[config.mk]
export PLATFORM = sky130hd
export DESIGN_NAME = tmr_bus_decoder
export DESIGN_NICKNAME = d
export VERILOG_FILES = /design/src/rtl/tbd_pkg.sv /design/src/rtl/tbd_cycle_decode.sv /design/src/rtl/tbd_channel.sv /design/src/rtl/tbd_prio.sv /design/src/rtl/tmr_bus_decoder.sv
export SDC_FILE = /design/constraint.sdc
export NUM_CORES = 1
export LEC_CHECK = 0
export BUFFER_PORTS_ARGS = -buffer_cell sky130_fd_sc_hd__buf_2
export CORE_ASPECT_RATIO = 0.75
export CORE_MARGIN = 2
export CORE_UTILIZATION = 50
export CTS_CLUSTER_SIZE = 28
export DETAILED_ROUTE_END_ITERATION = 6
export MAX_ROUTING_LAYER = met4
export PLACE_DENSITY = 0.68
export SETUP_SLACK_MARGIN = 0.1
export SYNTH_ARGS = -nofsm -noshare
export SYNTH_HDL_FRONTEND = slang
export SYNTH_HIERARCHICAL = 1
export SYNTH_SLANG_ARGS = --single-unit
[constraint.sdc]
create_clock -name clk -period 4.7 [get_ports clk]
set_clock_uncertainty 0.2 [all_clocks]
set_input_delay 0.94 -clock clk [delete_from_list [all_inputs] [get_ports clk]]
set_output_delay 0.94 -clock clk [all_outputs]
set_load 0.005 [all_outputs]
[src/rtl/tbd_pkg.sv]
package tbd_pkg;
    localparam int unsigned NCH_DEF = 4;
    localparam int unsigned DW_DEF  = 8;

    // control word bit positions
    localparam int unsigned CW_MARK = 0;
    localparam int unsigned CW_TCF  = 2;
    localparam int unsigned CW_IE   = 7;

    typedef enum logic [1:0] {
        CYC_NONE,
        CYC_WRITE,
        CYC_READ,
        CYC_ACK
    } cyc_e;

    function automatic cyc_e classify(input logic m1_n, input logic ioreq_n,
                                      input logic rd_n, input logic cs_n);
        cyc_e c;
        c = CYC_NONE;
        if (!ioreq_n && !m1_n)
            c = CYC_ACK;
        else if (!ioreq_n && !cs_n && m1_n)
            c = rd_n ? CYC_WRITE : CYC_READ;
        return c;
    endfunction
endpackage

[src/rtl/tbd_cycle_decode.sv]
module tbd_cycle_decode
    import tbd_pkg::*;
(
    input  logic clk,
    input  logic rst,
    input  logic cs_n,
    input  logic ioreq_n,
    input  logic rd_n,
    input  logic m1_n,
    output cyc_e cyc,
    output logic wr_commit,
    output logic ack_first
);
    logic wr_seen, ack_seen;

    always_comb begin
        cyc       = classify(m1_n, ioreq_n, rd_n, cs_n);
        wr_commit = (cyc == CYC_WRITE) && !wr_seen;
        ack_first = (cyc == CYC_ACK) && !ack_seen;
    end

    always_ff @(posedge clk) begin
        if (rst) begin
            wr_seen  <= 1'b0;
            ack_seen <= 1'b0;
        end else begin
            wr_seen  <= (cyc == CYC_WRITE);
            ack_seen <= (cyc == CYC_ACK);
        end
    end
endmodule

[src/rtl/tbd_channel.sv]
module tbd_channel
    import tbd_pkg::*;
#(
    parameter int unsigned DW = DW_DEF
) (
    input  logic          clk,
    input  logic          rst,
    input  logic          wr,
    input  logic [DW-1:0] wdata,
    input  logic          tick,
    input  logic          grant,
    input  logic          svc_clr,
    output logic [DW-1:0] count,
    output logic          pending,
    output logic          in_svc,
    output logic          plain_wr
);
    logic [DW-1:0] reload;
    logic          tc_wait;
    logic          ie;
    logic          expire;

    always_comb begin
        plain_wr = wr && !tc_wait && !wdata[CW_MARK];
        expire   = tick && !wr && (count == DW'(1));
    end

    always_ff @(posedge clk) begin
        if (rst) begin
            reload  <= '0;
            count   <= '0;
            tc_wait <= 1'b0;
            ie      <= 1'b0;
            pending <= 1'b0;
            in_svc  <= 1'b0;
        end else begin
            if (wr) begin
                if (tc_wait) begin
                    reload  <= wdata;
                    count   <= wdata;
                    tc_wait <= 1'b0;
                end else if (wdata[CW_MARK]) begin
                    ie      <= wdata[CW_IE];
                    tc_wait <= wdata[CW_TCF];
                end
            end else if (tick) begin
                count <= expire ? reload : count - DW'(1);
            end

            if (expire && ie)
                pending <= 1'b1;
            else if (grant)
                pending <= 1'b0;

            if (grant)
                in_svc <= 1'b1;
            else if (svc_clr)
                in_svc <= 1'b0;
        end
    end
endmodule

[src/rtl/tbd_prio.sv]
module tbd_prio #(
    parameter int unsigned NCH  = 4,
    localparam int unsigned SELW = $clog2(NCH)
) (
    input  logic [NCH-1:0]  pending,
    input  logic [NCH-1:0]  in_svc,
    output logic [SELW-1:0] win_idx,
    output logic            any_pend,
    output logic [SELW-1:0] svc_idx,
    output logic            any_svc
);
    always_comb begin
        win_idx = '0;
        svc_idx = '0;
        for (int i = NCH - 1; i >= 0; i--) begin
            if (pending[i]) win_idx = SELW'(i);
            if (in_svc[i])  svc_idx = SELW'(i);
        end
        any_pend = |pending;
        any_svc  = |in_svc;
    end
endmodule

[src/rtl/tmr_bus_decoder.sv]
module tmr_bus_decoder
    import tbd_pkg::*;
#(
    parameter int unsigned NCH  = NCH_DEF,
    parameter int unsigned DW   = DW_DEF,
    localparam int unsigned SELW = $clog2(NCH),
    localparam int unsigned BASE_LO = SELW + 1
) (
    input  logic            clk,
    input  logic            rst,
    input  logic            cs_n,
    input  logic            ioreq_n,
    input  logic            rd_n,
    input  logic            m1_n,
    input  logic [SELW-1:0] ch_sel,
    input  logic [DW-1:0]   din,
    input  logic [NCH-1:0]  tick,
    input  logic            iei,
    input  logic            isr_done,
    output logic [DW-1:0]   dout,
    output logic            dout_en,
    output logic            ieo
);
    cyc_e            cyc;
    logic            wr_commit, ack_first;
    logic [DW-1:0]   count [NCH];
    logic [NCH-1:0]  pending, in_svc, plain_wr, grant, svc_clr;
    logic [SELW-1:0] win_idx, svc_idx, ack_idx, vec_idx;
    logic            any_pend, any_svc, ack_hold, answer;
    logic [DW-1:BASE_LO] vbase;

    tbd_cycle_decode u_dec (
        .clk(clk), .rst(rst), .cs_n(cs_n), .ioreq_n(ioreq_n),
        .rd_n(rd_n), .m1_n(m1_n), .cyc(cyc),
        .wr_commit(wr_commit), .ack_first(ack_first)
    );

    tbd_prio #(.NCH(NCH)) u_prio (
        .pending(pending), .in_svc(in_svc), .win_idx(win_idx),
        .any_pend(any_pend), .svc_idx(svc_idx), .any_svc(any_svc)
    );

    always_comb begin
        answer = ack_first && iei && any_pend;
        for (int i = 0; i < NCH; i++) begin
            grant[i]   = answer && (win_idx == SELW'(i));
            svc_clr[i] = isr_done && any_svc && (svc_idx == SELW'(i));
        end
    end

    for (genvar k = 0; k < NCH; k++) begin : g_ch
        tbd_channel #(.DW(DW)) u_ch (
            .clk(clk), .rst(rst),
            .wr(wr_commit && (ch_sel == SELW'(k))),
            .wdata(din), .tick(tick[k]), .grant(grant[k]),
            .svc_clr(svc_clr[k]), .count(count[k]),
            .pending(pending[k]), .in_svc(in_svc[k]),
            .plain_wr(plain_wr[k])
        );
    end

    always_ff @(posedge clk) begin
        if (rst) begin
            vbase    <= '0;
            ack_hold <= 1'b0;
            ack_idx  <= '0;
        end else begin
            if (plain_wr[0])
                vbase <= din[DW-1:BASE_LO];
            if (cyc != CYC_ACK) begin
                ack_hold <= 1'b0;
            end else if (answer) begin
                ack_hold <= 1'b1;
                ack_idx  <= win_idx;
            end
        end
    end

    always_comb begin
        vec_idx = ack_hold ? ack_idx : win_idx;
        dout    = '0;
        dout_en = 1'b0;
        case (cyc)
            CYC_READ: begin
                dout    = count[ch_sel];
                dout_en = 1'b1;
            end
            CYC_ACK: begin
                dout    = {vbase, vec_idx, 1'b0};
                dout_en = ack_hold || (iei && any_pend);
            end
            default: ;
        endcase
        ieo = iei && !any_pend && !any_svc;
    end
endmodule

Yosys cells after proc, flatten, opt, wreduce, memory -nomap -nowiden --
Index checks and enable logic that the tools add are counted.
Word-level totals: flip-flop bits (word level) 90, latch bits 0, bits in writable memories 0, ROM bits 0, input bits 22, output and inout bits 10, memories 0
Cells by class: add/subtract/negate cells 4, multipliers 0, divide/modulo/power cells 0, magnitude comparators 1, equal/unequal tests 21, shift operators 0, muxes and demuxes 54, bitwise gates (word level) 6, reductions and logical operators 82
Operators by type and width (count):
- $mux W8 | 18
- $logic_and A1 B1 Y1 | 37
- $eq A8 B1 Y1 const B | 4
- $sub A8 B1 Y8 const B | 4
- $mux W2 | 12
- $reduce_bool A2 Y1 | 12
- $mux W1 | 21
- $reduce_and A2 Y1 | 9
- $bmux W8 S2 | 1
- $eq A2 B2 Y1 const B | 8
- $pmux W8 S2 | 1
- $logic_not A1 Y1 | 13
- $reduce_and A3 Y1 | 4
- $ne A2 B2 Y1 const B | 5
- $eq A2 B1 Y1 const B | 4
- $reduce_or A4 Y1 | 2
- $logic_not A2 Y1 | 3
- $not A1 Y1 | 5
- $ge A3 B3 Y1 const B | 1
- $not A2 Y3 | 1
- $pmux W1 S2 | 1
- $reduce_or A2 Y1 | 1
- $logic_or A1 B1 Y1 | 1

Longest topological paths before layout --
word-level depth 14, mapped depth 10, gate-level depth less buffers 8

Cells and area by module --
Netlist, hierarchy kept.
Modules (own cells, without submodules):
- tbd_channel | times used 4, cells an instance 130, area an instance 1062.3 um2, sequential area each 400.4 um2
- tmr_bus_decoder | times used 1, cells an instance 89, area an instance 759.5 um2, sequential area each 160.2 um2
- tbd_cycle_decode | times used 1, cells an instance 11, area an instance 90.1 um2, sequential area each 40.0 um2
- tbd_prio | times used 1, cells an instance 14, area an instance 70.1 um2, sequential area each 0.0 um2

Worst setup path after synthesis --
Ideal clock, no wire load.
kind input-to-output, from input port rd_n, to output port dout[1], arrival 1.929 ns, data required time 3.560 ns, setup slack 1.631 ns, stages 6, path through o21a_1 nor2_1 inv_2 or3_1 buf_6 o221ai_1
Between the ends: longest elaborated chain between the ends 5, elaborated cells on any way between the ends 6, those cells by class 2 x eq/ne; 4 x mux
Ends and longest elaborated chain:
- start: declaration | line tmr_bus_decoder.sv:13 | input logic rd_n,
- $mux W2 * | line tbd_pkg.sv:24 | c = rd_n ? CYC_WRITE : CYC_READ;
- $mux W2 * | line tbd_pkg.sv:23 | else if (!ioreq_n && !cs_n && m1_n)
- $mux W2 * | line tbd_pkg.sv:21 | if (!ioreq_n && !m1_n)
- named net cyc[1] | line tmr_bus_decoder.sv:24 | cyc_e cyc;
- $eq A2 B2 Y1 | line tmr_bus_decoder.sv:83 | case (cyc)
- $pmux W8 S2 * | line tmr_bus_decoder.sv:83
- end: declaration | line tmr_bus_decoder.sv:20 | output logic [DW-1:0] dout,
Mark *: on every way through the listed nets, which the timed path passes. The rest lies on a longest branch.

Worst setup path after layout --
from input port rd_n, to output port dout[7]
Same word-level chain as after synthesis.

==> impl_metrics.json <==
{
  "status": "completed",
  "antenna_found_initial": 0,
  "placed_cells": 761,
  "fp.coreArea_sq_um": 10200,
  "cts_resized": 0,
  "clock_latency_ns": 0.35,
  "fin_cells": 776,
  "dr.first_iter.drc_count": 379,
  "fin_nets": 666,
  "finalSetupViolCount": 0,
  "cp_num_buf_inv": 3,
  "p_per_area_nw_per_um2": 354,
  "cts_sinks": 90,
  "start_util_pct": 50.6,
  "cts_buffers": 9,
  "io_pins": 32,
  "routed_wl_microns": 14600,
  "die_h_microns": 91.9,
  "ys_warn_count": 6,
  "grt_usage_pct": 28.3,
  "r2r_cells": 7,
  "num_vias": 4753,
  "avgSynthCellArea_sq_um": 8.16,
  "worst-path-max-fanout": 12,
  "fin_tns_setup_ns": 0,
  "setup_slack_ns": 0.786,
  "synth_nets": 661,
  "dp_hpwl_microns": 10100,
  "die_area_sq_um": 11100,
  "drv_slew": 0,
  "worstMarginPinSlew_ns": 0.945,
  "clockBufferDepth": 2,
  "ant_nets": 0,
  "finalWeightedCongestion": 0.977,
  "first_global_vias": 4428,
  "fin_crit_sh_pct": 83.3,
  "hold_class": "reg -> reg",
  "worst-path-stages": 7,
  "fmax_ghz": 0.255,
  "leakage_nw": 2.02,
  "syn-cell-area_sq_um": 5150,
  "crit_chain": "buf_2 -> o21a_1 -> nor2_1 -> inv_2 -> or3_1 -> o221ai_2 -> buf_2",
  "hold_path_depth": 2,
  "grt_pass1_wl_microns": 23800,
  "dr.pass1.iters": 6,
  "critPathCaptureType": "primary output",
  "cpMaxStageDelayCell": "nor2_1",
  "cpPeakStageDelay_ns": 0.58,
  "slew_headroom_pct": 37.0,
  "cts_tree": "built",
  "placed_area_sq_um": 5290,
  "rsz0062_at_grt": "no",
  "area_growth_pct": 8.49,
  "syn-instance-count": 631,
  "grt_max_degree": 46,
  "gr-total-overflow": 0,
  "detail_route.wl_per_cell_microns": 18.8,
  "num_rows": 32,
  "ir_worst_vdd_uv": 186,
  "cts_root_buf": "clkbuf_16",
  "cp_data_arrival_time_ns": 2.77,
  "dp_slack_ns": 0.787,
  "finalHoldViolCount": 0,
  "viasPerCell": 6.13,
  "dieWidth_microns": 121,
  "layout-drive-gt1-share_pct": 11.6,
  "fin_crit_ns": 3.91,
  "postLayoutCellArea_sq_um": 5580,
  "diodes": 0,
  "cp.required_ns": 3.56,
  "h-tree-depth": 3,
  "final_core_util_pct": 54.9,
  "cp_common_cell": "buf_2",
  "path_clk_slew_ns": 0.06,
  "path_class": "in -> out",
  "cts_setup_buffers": 0,
  "crit_family": "simple AND/OR/NAND/NOR gates",
  "post-route-drc-count": 0,
  "postCtsHoldBufs": 0,
  "port_buffers": 31,
  "critPathLaunchType": "input pin",
  "fillerInstances": 965,
  "drv_cap": 0
}
tightest hold or removal path, stage by stage, from the launching register on:
cell and delay [ns]:
dfxtp_1 0.31, nand2_1 0.05, a21oi_1 0.05
stage by stage:
| stage | hold slack [ns] | total power, W |
|---|---|---|
| 2_1_floorplan | 0.231 | 0.00116 |
| 3_3_place_gp | 0.244 | 0.00124 |
| 3_5_place_dp | 0.248 | 0.00125 |
| 4_1_cts | 0.257 | 0.00198 |
| 5_1_grt | 0.277 | 0.00207 |
| 6_report | 0.255 | 0.00197 |
report_power, final:
part | leakage (nW) | internal [W] | total [W] | switching, W
logic | 1.15 | 0.000163 | 0.000368 | 0.000205
registers | 0.732 | 0.000799 | 0.000877 | 0.0000777
clock network | 0.134 | 0.000424 | 0.000729 | 0.000306
total | 2.02 | 0.00139 | 0.00197 | 0.000588
placed cells by master (no fill, tap or decap), types with 9 or more instances in the layout:
cell type,n
clkbuf_16,9
o21ai_0,18
nor2_1,36
nand2b_1,15
and3_1,11
a21oi_1,67
xor2_1,12
nor3b_1,10
nand3_1,20
o221ai_1,14
dfxtp_1,90
buf_2,31
nor3_1,16
nand2_1,75
a211oi_1,13
inv_1,35
mux2i_1,43
o22ai_1,16
nand4_1,10
registers in the layout, summed over array words and instances (netlist names), 2 cells and up:
name / count
g_ch.u_ch/pending: 4
vbase: 5
ack_idx: 2
g_ch.u_ch/reload: 32
g_ch.u_ch/ie: 4
g_ch.u_ch/tc_wait: 4
g_ch.u_ch/in_svc: 4
g_ch.u_ch/count: 32
worst paths after layout:
kind / start / to / slack [ns]
setup / recovery: rd_n / dout[7] / 0.79
hold / removal: g_ch[0].u_ch/reload[3] / g_ch[0].u_ch/reload[3] / 0.26
setup reg to reg: u_dec/wr_seen / g_ch[1].u_ch/count[1] / 1.95
hold reg to reg: g_ch[0].u_ch/reload[3] / g_ch[0].u_ch/reload[3] / 0.26
layer usage:
metal  routed length [microns]  share of wire [%]  vias to the layer above  track usage (%)
met3                       923                6.3                       30             5.85
met4                       309                2.1                        0             7.38
li1                          -                  -                     2288                -
met1                      6860                 47                     2250             39.9
met2                      6480                 44                      185             41.4
met5                         0                  0                        -                -
cell type report:
| class | count | area (sq um) | area share, % |
|---|---|---|---|
| clock buffer | 11 | 243 | 4.35 |
| clock inverter | 4 | 52.6 | 0.941 |
| inverter | 36 | 135 | 2.42 |
| multi-input combinational | 462 | 2980 | 53.4 |
| sequential | 90 | 1800 | 32.3 |
| tap | 136 | 170 | 3.05 |
| timing repair buffer | 37 | 200 | 3.59 |
Power figures use the tool's default switching activity.
